### config.mk
export PLATFORM = sky130hd
export DESIGN_NAME = biom_xcvr
export DESIGN_NICKNAME = d
export VERILOG_FILES = /design/src/rtl/biom_pkg.sv /design/src/rtl/biom_tx.sv /design/src/rtl/biom_rx_align.sv /design/src/rtl/biom_persist.sv /design/src/rtl/biom_xcvr.sv
export SDC_FILE = /design/constraint.sdc
export NUM_CORES = 1
export LEC_CHECK = 0
export BUFFER_PORTS_ARGS = -buffer_cell sky130_fd_sc_hd__buf_2
export CAP_MARGIN = 5
export CELL_PAD_IN_SITES_DETAIL_PLACEMENT = 0
export CELL_PAD_IN_SITES_GLOBAL_PLACEMENT = 1
export CORE_MARGIN = 5
export CORE_UTILIZATION = 55
export CTS_CLUSTER_SIZE = 20
export DETAILED_ROUTE_END_ITERATION = 10
export PLACE_DENSITY = 0.86
export SYNTH_ARGS = -nofsm -noshare
export SYNTH_HDL_FRONTEND = slang
export SYNTH_SLANG_ARGS = --single-unit
### constraint.sdc
create_clock -name clk -period 14.8 [get_ports clk]
set_input_delay 2.96 -clock clk [delete_from_list [all_inputs] [get_ports clk]]
set_output_delay 2.96 -clock clk [all_outputs]
set_load 0.02 [all_outputs]
### src/rtl/biom_pkg.sv
package biom_pkg;
  typedef enum logic {
    ST_HUNT   = 1'b0,
    ST_LOCKED = 1'b1
  } align_state_e;
endpackage

### src/rtl/biom_tx.sv
module biom_tx #(
  parameter int CODE_W  = 6,
  parameter int PRE_LEN = 8
) (
  input  logic              clk,
  input  logic              rst_n,
  input  logic              dl_tick,
  input  logic              link_en,
  input  logic [CODE_W-1:0] tx_code,
  output logic              tx_bit
);
  localparam int FRAME_LEN = PRE_LEN + CODE_W + 2;
  localparam int POS_W     = $clog2(FRAME_LEN);
  localparam logic [POS_W-1:0] LAST_POS = POS_W'(FRAME_LEN - 1);

  logic [POS_W-1:0]  pos;
  logic [CODE_W-1:0] shadow;

  // shadow copy only reloads at a frame boundary or while idle
  always_ff @(posedge clk or negedge rst_n) begin
    if (!rst_n) begin
      pos    <= '0;
      shadow <= '0;
    end else if (!link_en) begin
      pos    <= '0;
      shadow <= tx_code;
    end else if (dl_tick) begin
      if (pos == LAST_POS) begin
        pos    <= '0;
        shadow <= tx_code;
      end else begin
        pos <= pos + POS_W'(1);
      end
    end
  end

  always_comb begin
    tx_bit = 1'b1;
    if (link_en) begin
      if (int'(pos) == PRE_LEN || pos == LAST_POS) tx_bit = 1'b0;
      for (int k = 0; k < CODE_W; k++) begin
        if (int'(pos) == PRE_LEN + 1 + k) tx_bit = shadow[CODE_W-1-k];
      end
    end
  end
endmodule

### src/rtl/biom_rx_align.sv
module biom_rx_align
  import biom_pkg::*;
#(
  parameter int CODE_W  = 6,
  parameter int PRE_LEN = 8
) (
  input  logic              clk,
  input  logic              rst_n,
  input  logic              dl_tick,
  input  logic              link_en,
  input  logic              rx_bit,
  output logic              cand_stb,
  output logic              cand_ok,
  output logic [CODE_W-1:0] cand_code,
  output logic              lost
);
  localparam int FRAME_LEN = PRE_LEN + CODE_W + 2;
  localparam int POS_W     = $clog2(FRAME_LEN);
  localparam int RUN_W     = $clog2(PRE_LEN + 1);
  localparam logic [POS_W-1:0] LAST_POS = POS_W'(FRAME_LEN - 1);
  localparam logic [RUN_W-1:0] RUN_FULL = RUN_W'(PRE_LEN);

  align_state_e      state;
  logic [POS_W-1:0]  pos;
  logic [RUN_W-1:0]  run;
  logic              lead_bad;
  logic [CODE_W-1:0] code_sr;
  logic              step;

  assign step      = dl_tick && link_en;
  assign lost      = step && (state == ST_LOCKED) && (int'(pos) < PRE_LEN) && !rx_bit;
  assign cand_stb  = step && (state == ST_LOCKED) && (pos == LAST_POS);
  assign cand_ok   = !lead_bad && !rx_bit;
  assign cand_code = code_sr;

  always_ff @(posedge clk or negedge rst_n) begin
    if (!rst_n) begin
      state    <= ST_HUNT;
      pos      <= '0;
      run      <= '0;
      lead_bad <= 1'b0;
      code_sr  <= '0;
    end else if (!link_en) begin
      state    <= ST_HUNT;
      pos      <= '0;
      run      <= '0;
      lead_bad <= 1'b0;
    end else if (dl_tick) begin
      unique case (state)
        ST_HUNT: begin
          if (run == RUN_FULL && !rx_bit) begin
            state    <= ST_LOCKED;
            pos      <= POS_W'(PRE_LEN + 1);
            lead_bad <= 1'b0;
            run      <= '0;
          end else if (rx_bit) begin
            if (run != RUN_FULL) run <= run + RUN_W'(1);
          end else begin
            run <= '0;
          end
        end
        ST_LOCKED: begin
          if (lost) begin
            state <= ST_HUNT;
            pos   <= '0;
            run   <= '0;
          end else begin
            if (int'(pos) == PRE_LEN) lead_bad <= rx_bit;
            if (int'(pos) > PRE_LEN && pos != LAST_POS)
              code_sr <= {code_sr[CODE_W-2:0], rx_bit};
            pos <= (pos == LAST_POS) ? '0 : pos + POS_W'(1);
          end
        end
        default: state <= ST_HUNT;
      endcase
    end
  end
endmodule

### src/rtl/biom_persist.sv
module biom_persist #(
  parameter int CODE_W = 6,
  parameter int DEPTH  = 10,
  parameter int THRESH = 7
) (
  input  logic              clk,
  input  logic              rst_n,
  input  logic              flush,
  input  logic              cand_stb,
  input  logic              cand_ok,
  input  logic [CODE_W-1:0] cand_code,
  output logic              acc_stb,
  output logic [CODE_W-1:0] acc_code
);
  localparam int HIST  = DEPTH - 1;
  localparam int CNT_W = $clog2(DEPTH + 1);

  logic [HIST-1:0]   hist_vld;
  logic [CODE_W-1:0] hist_code [HIST];
  logic [HIST-1:0]   hit_vec;
  logic [CNT_W-1:0]  hits;

  for (genvar g = 0; g < HIST; g++) begin : g_cmp
    assign hit_vec[g] = hist_vld[g] && (hist_code[g] == cand_code);
  end

  always_comb begin
    hits = CNT_W'(cand_ok);
    for (int k = 0; k < HIST; k++) hits = hits + CNT_W'(hit_vec[k]);
  end

  assign acc_stb  = cand_stb && cand_ok && (hits >= CNT_W'(THRESH));
  assign acc_code = cand_code;

  always_ff @(posedge clk or negedge rst_n) begin
    if (!rst_n) begin
      hist_vld <= '0;
      for (int k = 0; k < HIST; k++) hist_code[k] <= '0;
    end else if (flush) begin
      hist_vld <= '0;
    end else if (cand_stb) begin
      hist_vld     <= {hist_vld[HIST-2:0], cand_ok};
      hist_code[0] <= cand_code;
      for (int k = 1; k < HIST; k++) hist_code[k] <= hist_code[k-1];
    end
  end
endmodule

### src/rtl/biom_xcvr.sv
module biom_xcvr #(
  parameter int CODE_W  = 6,
  parameter int PRE_LEN = 8,
  parameter int DEPTH   = 10,
  parameter int THRESH  = 7
) (
  input  logic              clk,
  input  logic              rst_n,
  input  logic              dl_tick,
  input  logic              link_en,
  input  logic [CODE_W-1:0] tx_code,
  input  logic              rx_bit,
  input  logic              irq_en,
  input  logic              irq_ack,
  output logic              tx_bit,
  output logic [CODE_W-1:0] rx_msg,
  output logic              irq
);
  logic              cand_stb, cand_ok, lost;
  logic [CODE_W-1:0] cand_code;
  logic              acc_stb, acc_new;
  logic [CODE_W-1:0] acc_code;
  logic              have_msg, pend;

  biom_tx #(.CODE_W(CODE_W), .PRE_LEN(PRE_LEN)) u_tx (
    .clk(clk), .rst_n(rst_n), .dl_tick(dl_tick), .link_en(link_en),
    .tx_code(tx_code), .tx_bit(tx_bit)
  );

  biom_rx_align #(.CODE_W(CODE_W), .PRE_LEN(PRE_LEN)) u_align (
    .clk(clk), .rst_n(rst_n), .dl_tick(dl_tick), .link_en(link_en),
    .rx_bit(rx_bit), .cand_stb(cand_stb), .cand_ok(cand_ok),
    .cand_code(cand_code), .lost(lost)
  );

  biom_persist #(.CODE_W(CODE_W), .DEPTH(DEPTH), .THRESH(THRESH)) u_persist (
    .clk(clk), .rst_n(rst_n), .flush(lost || !link_en),
    .cand_stb(cand_stb), .cand_ok(cand_ok), .cand_code(cand_code),
    .acc_stb(acc_stb), .acc_code(acc_code)
  );

  assign acc_new = acc_stb && (!have_msg || (acc_code != rx_msg));
  assign irq     = pend && irq_en;

  always_ff @(posedge clk or negedge rst_n) begin
    if (!rst_n) begin
      rx_msg   <= '0;
      have_msg <= 1'b0;
      pend     <= 1'b0;
    end else begin
      if (acc_stb) begin
        rx_msg   <= acc_code;
        have_msg <= 1'b1;
      end
      if (acc_new)      pend <= 1'b1;
      else if (irq_ack) pend <= 1'b0;
    end
  end
endmodule

==> results of run 1 <==
==> placed cells by master, fill, tap and decap left out, drive strengths merged, types with 4 or more instances in the layout <==
cell type	netlist	final
nor2	4	4
a22o	10	10
mux2	72	72
clkinv	0	4
a21oi	10	10
nand4	12	12
inv	18	18
o21ai	5	5
clkbuf	7	10
nor3	4	4
nand2	17	17
dfrtp	97	97
fa	6	6
nand3	7	7
xor2	32	32
buf	20	22
ha	13	13
or4	9	9
xnor2	32	32
==> final timing paths <==
kind / startpoint / end / slack [ps] / depth (start not counted)
setup / recovery: rx_bit / rx_msg[1] / 7860 / 13
hold / removal: have_msg / have_msg / 480 / 1
setup reg to reg: u_align.cand_code[3] / rx_msg[1] / 9510 / 14
hold reg to reg: have_msg / have_msg / 480 / 1
max in group asynchronous: rst_n / u_persist.hist_code[40] / 11090 / 2
min in group asynchronous: rst_n / u_align.pos[1] / 2480 / 1
==> cells by family (layout without fill, tap and decap cells) <==
| logic type | count (synthesis) | count (layout) | share of synthesized area, % |
|---|---|---|---|
| AO/OA/AOI/OAI | 40 | 40 | 5.68 |
| XOR/XNOR | 64 | 64 | 11.1 |
| adder cells (fa/ha/maj) | 19 | 19 | 5.58 |
| buffers and inverters | 45 | 56 | 4.34 |
| flip-flops | 97 | 97 | 47.9 |
| multiplexers | 75 | 75 | 17.0 |
| AND/OR/NAND/NOR | 72 | 72 | 8.44 |
==> metal layers <==
metal / global-route usage (%) / vias to the layer above
li1: - / 1432
met1: 25.8 / 1485
met2: 25.0 / 43
met3: 2.98 / 11
met4: 5.46 / 0
met5: 0 / -
==> final cells by class <==
cell class	instances	area, um2	share of cell area (%)
flip-flops and latches	97	2430	44.9
multi-input cells	270	2430	44.9
well taps	111	139	2.57
clock buffers	10	138	2.55
repair buffers	22	118	2.17
clock inverters	6	91.3	1.69
inverters	18	67.6	1.25
==> flip-flops by register name, indices dropped and copies added (netlist names), 4 cells and up <==
register / cells
u_align.cand_code: 6
u_persist.hist_code: 54
rx_msg: 6
u_tx.pos: 4
u_align.run: 4
u_tx.shadow: 6
u_persist.hist_vld: 9
u_align.pos: 4
==> power by group through the flow <==
stage,combinational [mW],clock [mW],sequential [mW]
global placement,0.0215,0,0.276
CTS,0.0221,0.198,0.271
global route,0.0253,0.211,0.272
finish,0.0216,0.195,0.271
detailed placement,0.0219,0,0.276
floorplan,0.0143,0,0.275
==> worst max-delay path, delay by kind of cell <==
family / cells / cell delay (ps)
adder cells (fa/ha/maj): 6 / 2640
XOR/XNOR: 1 / 150
AND/OR/NAND/NOR: 2 / 420
buffers and inverters: 2 / 230
multiplexers: 1 / 380
AO/OA/AOI/OAI: 1 / 390
==> metrics by stage <==
stage	hold slack, ps	utilization, %	total power [mW]
floorplan	439	-	0.289
global placement	454	56.9	0.298
detailed placement	461	56.9	0.298
CTS	483	59.4	0.491
global route	509	59.4	0.508
finish	477	59.4	0.488
==> impl_metrics.py, run 1 <==
metrics = {
    "sta": {
        "max_freq_mhz": 144,
        "finalSetupViolations": 0,
        "rsz0062_at_grt": "false",
        "fin_worst_skew_ps": 14.5,
        "fin_crit_ps": 6940,
        "final.period_utilization_pct": 46.9,
        "setup_ws_ps": 7860,
        "worst_slew_pin_slew_ps": 942,
        "setup_tns_ps": 0,
        "relSlewSlack_pct": 37.2,
        "hold_viol": 0,
        "finalMaxSlewViolations": 0,
    },
    "yosys": {
        "synth_cells": 412,
        "synthDistinctLibCells": 49,
        "synth_edf_count": 0,
        "synth_area_per_cell_um2": 12.3,
        "netlist_area_um2": 5070,
        "yosysMostFrequentCell": "dfrtp_1",
        "synth-seq-cells": 97,
        "synth-warning-count": 0,
        "synth-seq-area-share_pct": 47.9,
        "synth_area_leaders": "dfrtp_1, mux2_2, xnor2_1",
        "syn_nets": 444,
        "synth_async_sr_flop_share_pct": 100,
        "synth_common_cells": "dfrtp_1, mux2_2, xnor2_1, xor2_1, inv_1",
        "post-synth-top-area-cell": "dfrtp_1",
        "yosysTopAreaCellShare_pct": 47.9,
        "ys.flop_type": "dfrtp_1",
    },
    "placement": {
        "gp_congestion": 0.771,
        "hpwl_mm": 5.90,
        "io_buffer_count": 20,
        "dp_cells": 518,
        "dp_slack_ps": 7540,
        "place_area_um2": 5180,
    },
    "finish": {
        "antenna_cells": 0,
        "instances_no_fill": 534,
        "stdcell_area_um2": 5410,
        "final.fill_count": 753,
        "drive_above_1_share_pct": 27.9,
        "nets": 450,
        "syn2layout_area_growth_pct": 6.66,
    },
    "pwr": {
        "leakagePower_nw": 2.68,
        "power.density_nw_per_um2": 90.2,
        "worst_ir_drop_vdd_mv": 0.0554,
        "seq_power_share_pct": 55.6,
        "internal_power_uw": 376,
        "p_sw_share_pct": 22.8,
        "switchingPower_uw": 111,
        "combPwrFrac_pct": 4.4,
        "pwr-share-clk_pct": 40.0,
    },
    "route": {
        "top_layer_used": "met4",
        "wl_per_cell_um": 16.4,
        "drt-met1-wl_mm": 4.45,
        "viasPerCell": 5.56,
        "ant_nets": 0,
        "routed-wl-met3_um": 292,
        "wl_mm": 8.74,
        "drt_iter0_markers": 165,
        "drc": 0,
        "dr_wl_met2_mm": 3.88,
        "vias": 2971,
        "drtPass1Iterations": 4,
    },
    "clock_tree": {
        "insertion_delay_ps": 360,
        "cts_num_sinks": 97,
        "clock-root-buffer": "clkbuf_8",
        "postCtsSetupBuffers": 0,
        "h-tree-depth": 3,
        "cts-resized-gates": 0,
        "tritoncts": "done",
        "holdBufCountCts": 0,
        "clkTransAtPathRegs_ps": 90,
        "cts_buffer_depth": 2,
        "numCtsBuffers": 9,
    },
    "setup_path": {
        "crit_fanout": 9,
        "critical_path_class": "in -> reg",
        "arrival_ps": 7180,
        "start_kind": "input pin",
        "cp.required_ps": 15040,
        "crit_path_cell_trace": "buf_2 > nor2_1 > ha_1 > inv_1 > fa_1 > fa_1 > fa_1 > fa_1 > fa_1 > xnor2_1 > nor3_1 > o311a_1 > mux2_2",
        "end_kind": "flip-flop",
        "critPathMaxStageDelay_ps": 530,
        "cp_slowest_cell": "fa_1",
        "path_common_cell": "fa_1",
    },
    "global_routing": {
        "grt_pass1_wl_mm": 15.4,
        "grt_max_degree": 77,
        "grt_usage_pct": 17.1,
        "gr-total-overflow": 0,
        "antenna_found_initial": 0,
        "grt_pass1_vias": 3073,
    },
    "die": {
        "core_um2": 9110,
        "fp-row-count": 35,
        "die_y_um": 106,
        "start_util_pct": 55.7,
        "dieArea_um2": 11200,
        "die_x_um": 106,
        "pin_count": 21,
    },
    "min_path": {
        "hold_path.class": "reg -> reg",
    },
    "outcome": {
        "status": "finished, final reports clean",
    },
    "flow_run": {
        "drv_cap": 0,
    },
}
Power figures use the tool's default switching activity.
==> run 2: changes to the inputs <==
--- a/config.mk
+++ b/config.mk
@@ -5,15 +5,16 @@
 export SDC_FILE = /design/constraint.sdc
 export NUM_CORES = 1
 export LEC_CHECK = 0
+export ABC_AREA = 1
 export BUFFER_PORTS_ARGS = -buffer_cell sky130_fd_sc_hd__buf_2
 export CAP_MARGIN = 5
 export CELL_PAD_IN_SITES_DETAIL_PLACEMENT = 0
 export CELL_PAD_IN_SITES_GLOBAL_PLACEMENT = 1
 export CORE_MARGIN = 5
-export CORE_UTILIZATION = 55
+export CORE_UTILIZATION = 42
 export CTS_CLUSTER_SIZE = 20
 export DETAILED_ROUTE_END_ITERATION = 10
-export PLACE_DENSITY = 0.86
+export PLACE_DENSITY = 0.76
 export SYNTH_ARGS = -nofsm -noshare
 export SYNTH_HDL_FRONTEND = slang
 export SYNTH_SLANG_ARGS = --single-unit
==> constraint.sdc (replaced) <==
create_clock -name clk -period 5.8 [get_ports clk]
set_input_delay 1.16 -clock clk [delete_from_list [all_inputs] [get_ports clk]]
set_output_delay 1.16 -clock clk [all_outputs]
set_load 0.02 [all_outputs]
==> impl_metrics.py, run 2 <==
metrics = {
    "die": {
        "die_x_um": 123,
        "start_util_pct": 42.5,
        "die_y_um": 123,
        "fp-row-count": 41,
        "pin_count": 21,
        "core_um2": 12500,
        "dieArea_um2": 15000,
    },
    "yosys": {
        "synth_edf_count": 0,
        "yosysMostFrequentCell": "nand2_1",
        "synth_area_leaders": "dfrtp_1, nand2_1, inv_1",
        "synth_async_sr_flop_share_pct": 100,
        "synth_common_cells": "nand2_1, dfrtp_1, inv_1",
        "yosysTopAreaCellShare_pct": 45.6,
        "syn_nets": 682,
        "ys.flop_type": "dfrtp_1",
        "synth-warning-count": 0,
        "synth-seq-area-share_pct": 45.6,
        "post-synth-top-area-cell": "dfrtp_1",
        "synth-seq-cells": 97,
        "synth_cells": 650,
        "synth_area_per_cell_um2": 8.19,
        "netlist_area_um2": 5320,
        "synthDistinctLibCells": 36,
    },
    "route": {
        "routed-wl-met3_um": 494,
        "vias": 4211,
        "drc": 0,
        "viasPerCell": 5.01,
        "wl_mm": 12.6,
        "top_layer_used": "met4",
        "ant_nets": 0,
        "drt-met1-wl_mm": 5.79,
        "drtPass1Iterations": 5,
        "wl_per_cell_um": 15.0,
        "drt_iter0_markers": 275,
        "dr_wl_met2_mm": 6.08,
    },
    "pwr": {
        "internal_power_mw": 1.08,
        "switchingPower_uw": 332,
        "seq_power_share_pct": 48.8,
        "worst_ir_drop_vdd_mv": 0.158,
        "leakagePower_nw": 2.78,
        "power.density_nw_per_um2": 243,
        "p_sw_share_pct": 23.5,
        "p_total_mw": 1.42,
        "pwr-share-clk_pct": 47.1,
        "combPwrFrac_pct": 4.1,
    },
    "setup_path": {
        "critical_path_class": "reg -> reg",
        "rr_worst_depth": 17,
        "cp.required_ps": 6050,
        "path_common_cell": "fa_1",
        "r2r_slack_ps": 830,
        "crit_fanout": 14,
        "r2r-end": "rx_msg[1]",
        "crit_path_cell_trace": "inv_1 > nand2_1 > o2111ai_1 > nor2_1 > ha_1 > inv_1 > fa_1 > fa_1 > fa_1 > fa_1 > fa_1 > a21oi_1 > nand2_1 > a21oi_4 > inv_1 > nand2_1 > nand2_1",
        "critPathMaxStageDelay_ps": 520,
        "start_kind": "flip-flop",
        "r2r-start": "u_align.cand_code[0]",
        "worst-path-buf-inv": 3,
        "cp_slowest_cell": "dfrtp_1",
        "arrival_ps": 5230,
        "end_kind": "flip-flop",
        "path_delay_family": "adder cells",
    },
    "sta": {
        "setup_tns_ps": 0,
        "finalMaxSlewViolations": 0,
        "worst_slew_pin_slew_ps": 930,
        "hold_viol": 0,
        "relSlewSlack_pct": 38.0,
        "final.period_utilization_pct": 85.7,
        "whs_ps": 472,
        "finalSetupViolations": 0,
        "fin_worst_skew_ps": 7.58,
        "fin_crit_ps": 4970,
        "rsz0062_at_grt": "false",
        "max_freq_mhz": 201,
    },
    "clock_tree": {
        "postCtsSetupBuffers": 0,
        "cts_num_sinks": 97,
        "numCtsBuffers": 9,
        "h-tree-depth": 3,
        "clkTransAtPathRegs_ps": 70,
        "clock-root-buffer": "clkbuf_16",
        "cts_buffer_depth": 2,
        "cts-resized-gates": 0,
        "tritoncts": "done",
        "insertion_delay_ps": 360,
        "holdBufCountCts": 0,
    },
    "finish": {
        "top_regs": "u_persist.hist_code x54, u_persist.hist_vld x9",
        "drive_above_1_share_pct": 13.0,
        "final_common_cell": "nand2_1",
        "syn2layout_area_growth_pct": 9.41,
        "postLayoutCoreUtil_pct": 46.5,
        "top_register": "u_persist.hist_code",
        "nets": 695,
        "final_cell_mix": "nand2_1, dfrtp_1, inv_1",
        "antenna_cells": 0,
        "largest_register_ffs": 54,
    },
    "global_routing": {
        "grt_usage_pct": 18.2,
        "gr-total-overflow": 0,
        "antenna_found_initial": 0,
        "grt_max_degree": 84,
        "grt_pass1_wl_mm": 21.2,
        "grt_pass1_vias": 4194,
    },
    "placement": {
        "hpwl_mm": 8.79,
        "gp_congestion": 0.832,
        "io_buffer_count": 20,
    },
    "min_path": {
        "hold_start": "u_tx.shadow[4]",
        "hold_path.class": "reg -> reg",
        "min_to": "u_tx.shadow[4]",
        "worstHoldPathCells": 2,
    },
    "outcome": {
        "status": "finished, final reports clean",
    },
    "flow_run": {
        "drv_cap": 0,
    },
}
-- run 2: cell count changes in the layout (fill, tap and decap cells not counted), moves of 10 or more --
cell	previous run	this run
nand3_1	7	25
o21ai_2	1	27
nor2_1	4	30
o22ai_1	2	20
nand2_1	15	199
xnor2_1	32	3
o21ai_1	0	20
inv_1	18	81
mux2_2	66	0
o21ai_0	4	40
a22o_1	10	0
xor2_1	32	7
clkbuf_8	10	0
-- run 2: cells by family (layout without fill, tap and decap cells) --
family	after synthesis	in the layout	share of synthesized area, %
buffers and inverters	113	131	10.1
AOI/OAI and AO/OA	126	126	14.8
DFF	97	97	45.6
adders and majority gates	19	19	5.31
and+or+nand+nor	285	285	22.5
xor gates and xnor gates	10	10	1.65
-- run 2: layout make-up --
cell class	instances	area (um2)
fillers	1292	6700
clock buffers	9	225
flip-flops and latches	97	2430
well taps	172	215
multi-input cells	440	2360
repair buffers	28	163
inverters	87	327
clock inverters	7	101
-- run 2: how the worst max path moves through the flow --
stage | startpoint | endpoint | cells past startpoint
after floorplan | rx_bit | rx_msg[4] | 13
after global placement | rx_bit | rx_msg[1] | 15
after detailed placement | rx_bit | rx_msg[1] | 15
after CTS | u_align.cand_code[0] | rx_msg[1] | 17
after global routing | u_align.cand_code[0] | rx_msg[1] | 17
final | u_align.cand_code[0] | rx_msg[1] | 17
-- run 2: through the flow --
step / cells / setup slack [ps] / cell area, um2
after floorplan: 650 / 1070 / 5320
after global placement: 824 / 640 / 5500
after detailed placement: 824 / 572 / 5500
after CTS: 840 / 832 / 5820
after global routing: 840 / 529 / 5820
final: 840 / 829 / 5820
-- run 2: power by group through the flow --
stage               sequential [mW]  clock (mW)  combinational, mW
detailed placement            0.705           0             0.0589
CTS                           0.691       0.682             0.0595
floorplan                     0.703           0             0.0320
global placement              0.704           0             0.0577
finish                        0.692       0.667             0.0577
global route                  0.692       0.703             0.0692
-- run 2: layer usage --
layer / global-route usage, % / up-vias
met4: 5.04 / 0
met1: 24.0 / 2012
met2: 30.2 / 77
met5: 0 / -
met3: 4.15 / 16
li1: - / 2106
-- run 2: worst min-delay path: stages, from the launching register on --
cell,delay [ps]
dfrtp_1,340
nand2_1,60
nand2_1,50
==> run 3: changes to the inputs <==
--- a/config.mk
+++ b/config.mk
@@ -5,16 +5,16 @@
 export SDC_FILE = /design/constraint.sdc
 export NUM_CORES = 1
 export LEC_CHECK = 0
-export ABC_AREA = 1
+export ABC_AREA = 0
 export BUFFER_PORTS_ARGS = -buffer_cell sky130_fd_sc_hd__buf_2
 export CAP_MARGIN = 5
 export CELL_PAD_IN_SITES_DETAIL_PLACEMENT = 0
 export CELL_PAD_IN_SITES_GLOBAL_PLACEMENT = 1
 export CORE_MARGIN = 5
-export CORE_UTILIZATION = 42
+export CORE_UTILIZATION = 46
 export CTS_CLUSTER_SIZE = 20
 export DETAILED_ROUTE_END_ITERATION = 10
-export PLACE_DENSITY = 0.76
+export PLACE_DENSITY = 0.77
 export SYNTH_ARGS = -nofsm -noshare
 export SYNTH_HDL_FRONTEND = slang
 export SYNTH_SLANG_ARGS = --single-unit
==> impl_metrics.py, run 3 (same netlist as run 1, synthesis figures left out) <==
metrics = {
    "sta": {
        "fin_crit_ps": 5060,
        "hold_viol": 0,
        "relSlewSlack_pct": 46.1,
        "setup_ws_ps": 738,
        "finalMaxSlewViolations": 0,
        "worst_slew_pin_slew_ps": 808,
        "fin_worst_skew_ps": 6.49,
        "rsz0062_at_grt": "false",
        "max_freq_mhz": 198,
        "setup_tns_ps": 0,
        "final.period_utilization_pct": 87.3,
        "finalSetupViolations": 0,
    },
    "placement": {
        "dp_slack_ps": 336,
        "gp_congestion": 0.748,
        "io_buffer_count": 20,
        "hpwl_mm": 6.17,
    },
    "clock_tree": {
        "cts-resized-gates": 0,
        "clock-root-buffer": "clkbuf_8",
        "insertion_delay_ps": 370,
        "postCtsSetupBuffers": 0,
        "holdBufCountCts": 0,
        "clkTransAtPathRegs_ps": 90,
        "cts_num_sinks": 97,
        "tritoncts": "done",
        "cts_buffer_depth": 2,
        "numCtsBuffers": 9,
        "h-tree-depth": 3,
    },
    "global_routing": {
        "grt_use_met2_pct": 22.7,
        "met3_usage_pct": 3.79,
        "grt_pass1_vias": 3095,
        "use_met1_pct": 21.4,
        "gr-total-overflow": 0,
        "grt_pass1_wl_mm": 15.7,
        "antenna_found_initial": 0,
        "grt_usage_pct": 15.1,
        "grt_max_degree": 66,
        "grt.busiest_layer": "met2",
    },
    "pwr": {
        "power.density_nw_per_um2": 217,
        "internal_power_uw": 914,
        "pwr-share-clk_pct": 36.7,
        "worst_ir_drop_vdd_mv": 0.132,
        "combPwrFrac_pct": 4.7,
        "seq_power_share_pct": 58.5,
        "leakagePower_nw": 2.68,
        "p_sw_share_pct": 22.6,
        "switchingPower_uw": 267,
    },
    "finish": {
        "antenna_cells": 0,
        "postLayoutCoreUtil_pct": 50.1,
        "syn2layout_area_growth_pct": 7.18,
        "nets": 454,
        "drive_above_1_share_pct": 27.9,
        "final_common_cell": "dfrtp_1",
        "top_regs": "u_persist.hist_code x54, u_persist.hist_vld x9",
        "top_register": "u_persist.hist_code",
        "largest_register_ffs": 54,
        "final_cell_mix": "dfrtp_1, mux2_2, xor2_1, xnor2_1, buf_2",
    },
    "setup_path": {
        "critical_path_class": "reg -> reg",
        "arrival_ps": 5320,
        "path_common_cell": "fa_1",
        "crit_fanout": 8,
        "cp_slowest_cell": "dfrtp_1",
        "critPathMaxStageDelay_ps": 550,
        "start_kind": "flip-flop",
        "cp.required_ps": 6060,
        "crit_path_cell_trace": "buf_4 > xnor2_1 > nand4_1 > or4_1 > fa_1 > fa_1 > fa_1 > fa_1 > fa_1 > xnor2_1 > nor3_1 > o311a_1 > mux2_2",
        "end_kind": "flip-flop",
    },
    "route": {
        "vias": 2993,
        "ant_nets": 0,
        "drtPass1Iterations": 4,
        "viasPerCell": 5.28,
        "drt_iter0_markers": 146,
        "drc": 0,
        "wl_mm": 8.92,
        "wl_per_cell_um": 15.7,
    },
    "die": {
        "die_y_um": 115,
        "pin_count": 21,
        "dieArea_um2": 13200,
        "fp-row-count": 38,
        "die_x_um": 115,
        "start_util_pct": 46.8,
        "core_um2": 10800,
    },
    "outcome": {
        "status": "finished, final reports clean",
    },
    "flow_run": {
        "drv_cap": 0,
    },
    "min_path": {
        "hold_path.class": "reg -> reg",
    },
}
-- run 3: cell types whose count changed in the layout (fill, tap and decap cells not counted), sizes merged, moves of 4 or more --
cell,delta
nand2,-184
o21ai,-82
mux2,+72
inv,-69
nor2,-29
xnor2,+29
xor2,+25
nand3,-21
o22ai,-18
a22o,+10
or4,+9
nand4,+5
clkbuf,+4
-- run 3: power by group through the flow --
stage	clock network (mW)	logic (mW)	registers, mW
floorplan	0	0.0364	0.701
global placement	0	0.0561	0.705
detailed placement	0	0.0575	0.705
CTS	0.453	0.0578	0.692
global route	0.479	0.0655	0.693
finish	0.434	0.0560	0.692
-- run 3: path summary, 6_finish.rpt --
| kind | from | end | slack (ps) | depth (start not counted) |
|---|---|---|---|---|
| worst max-delay path | u_align.cand_code[0] | rx_msg[3] | 740 | 13 |
| worst min-delay path | have_msg | have_msg | 490 | 1 |
| worst max register to register | u_align.cand_code[0] | rx_msg[3] | 740 | 13 |
| worst min register to register | have_msg | have_msg | 490 | 1 |
| max in group asynchronous | rst_n | u_persist.hist_code[13] | 3960 | 2 |
| min in group asynchronous | rst_n | u_align.pos[1] | 790 | 1 |
-- run 3: cell type report --
class | instances | area [um2]
repair buffers | 26 | 148
inverters | 18 | 67.6
multi-input cells | 270 | 2430
flip-flops and latches | 97 | 2430
clock inverters | 3 | 40.0
fillers | 977 | 5410
clock buffers | 13 | 149
well taps | 140 | 175
-- run 3: per-layer routing --
layer  vias to the layer above  wire length (um)
met4                         0               136
met5                         -                 0
li1                       1449                 -
met3                        11               288
met1                      1493              4560
met2                        40              3940
-- run 3: worst max-delay path: cells and delay by family, from the launching register on --
family                     cells  cell delay (ps)
buffers and inverters          1              250
and+or+nand+nor                3              720
adders and majority gates      5             2390
xor gates and xnor gates       2              260
muxes                          1              380
AOI/OAI and AO/OA              1              380
DFF                            1              550
-- run 3: per-stage QoR --
stage	power, mW	hold slack, ps	cell area, um2	instances
6_report	1.18	485	5430	567
5_1_grt	1.24	495	5430	567
4_1_cts	1.20	486	5430	567
3_5_place_dp	0.763	466	5250	551
3_3_place_gp	0.761	457	5250	551
2_1_floorplan	0.737	439	5070	412
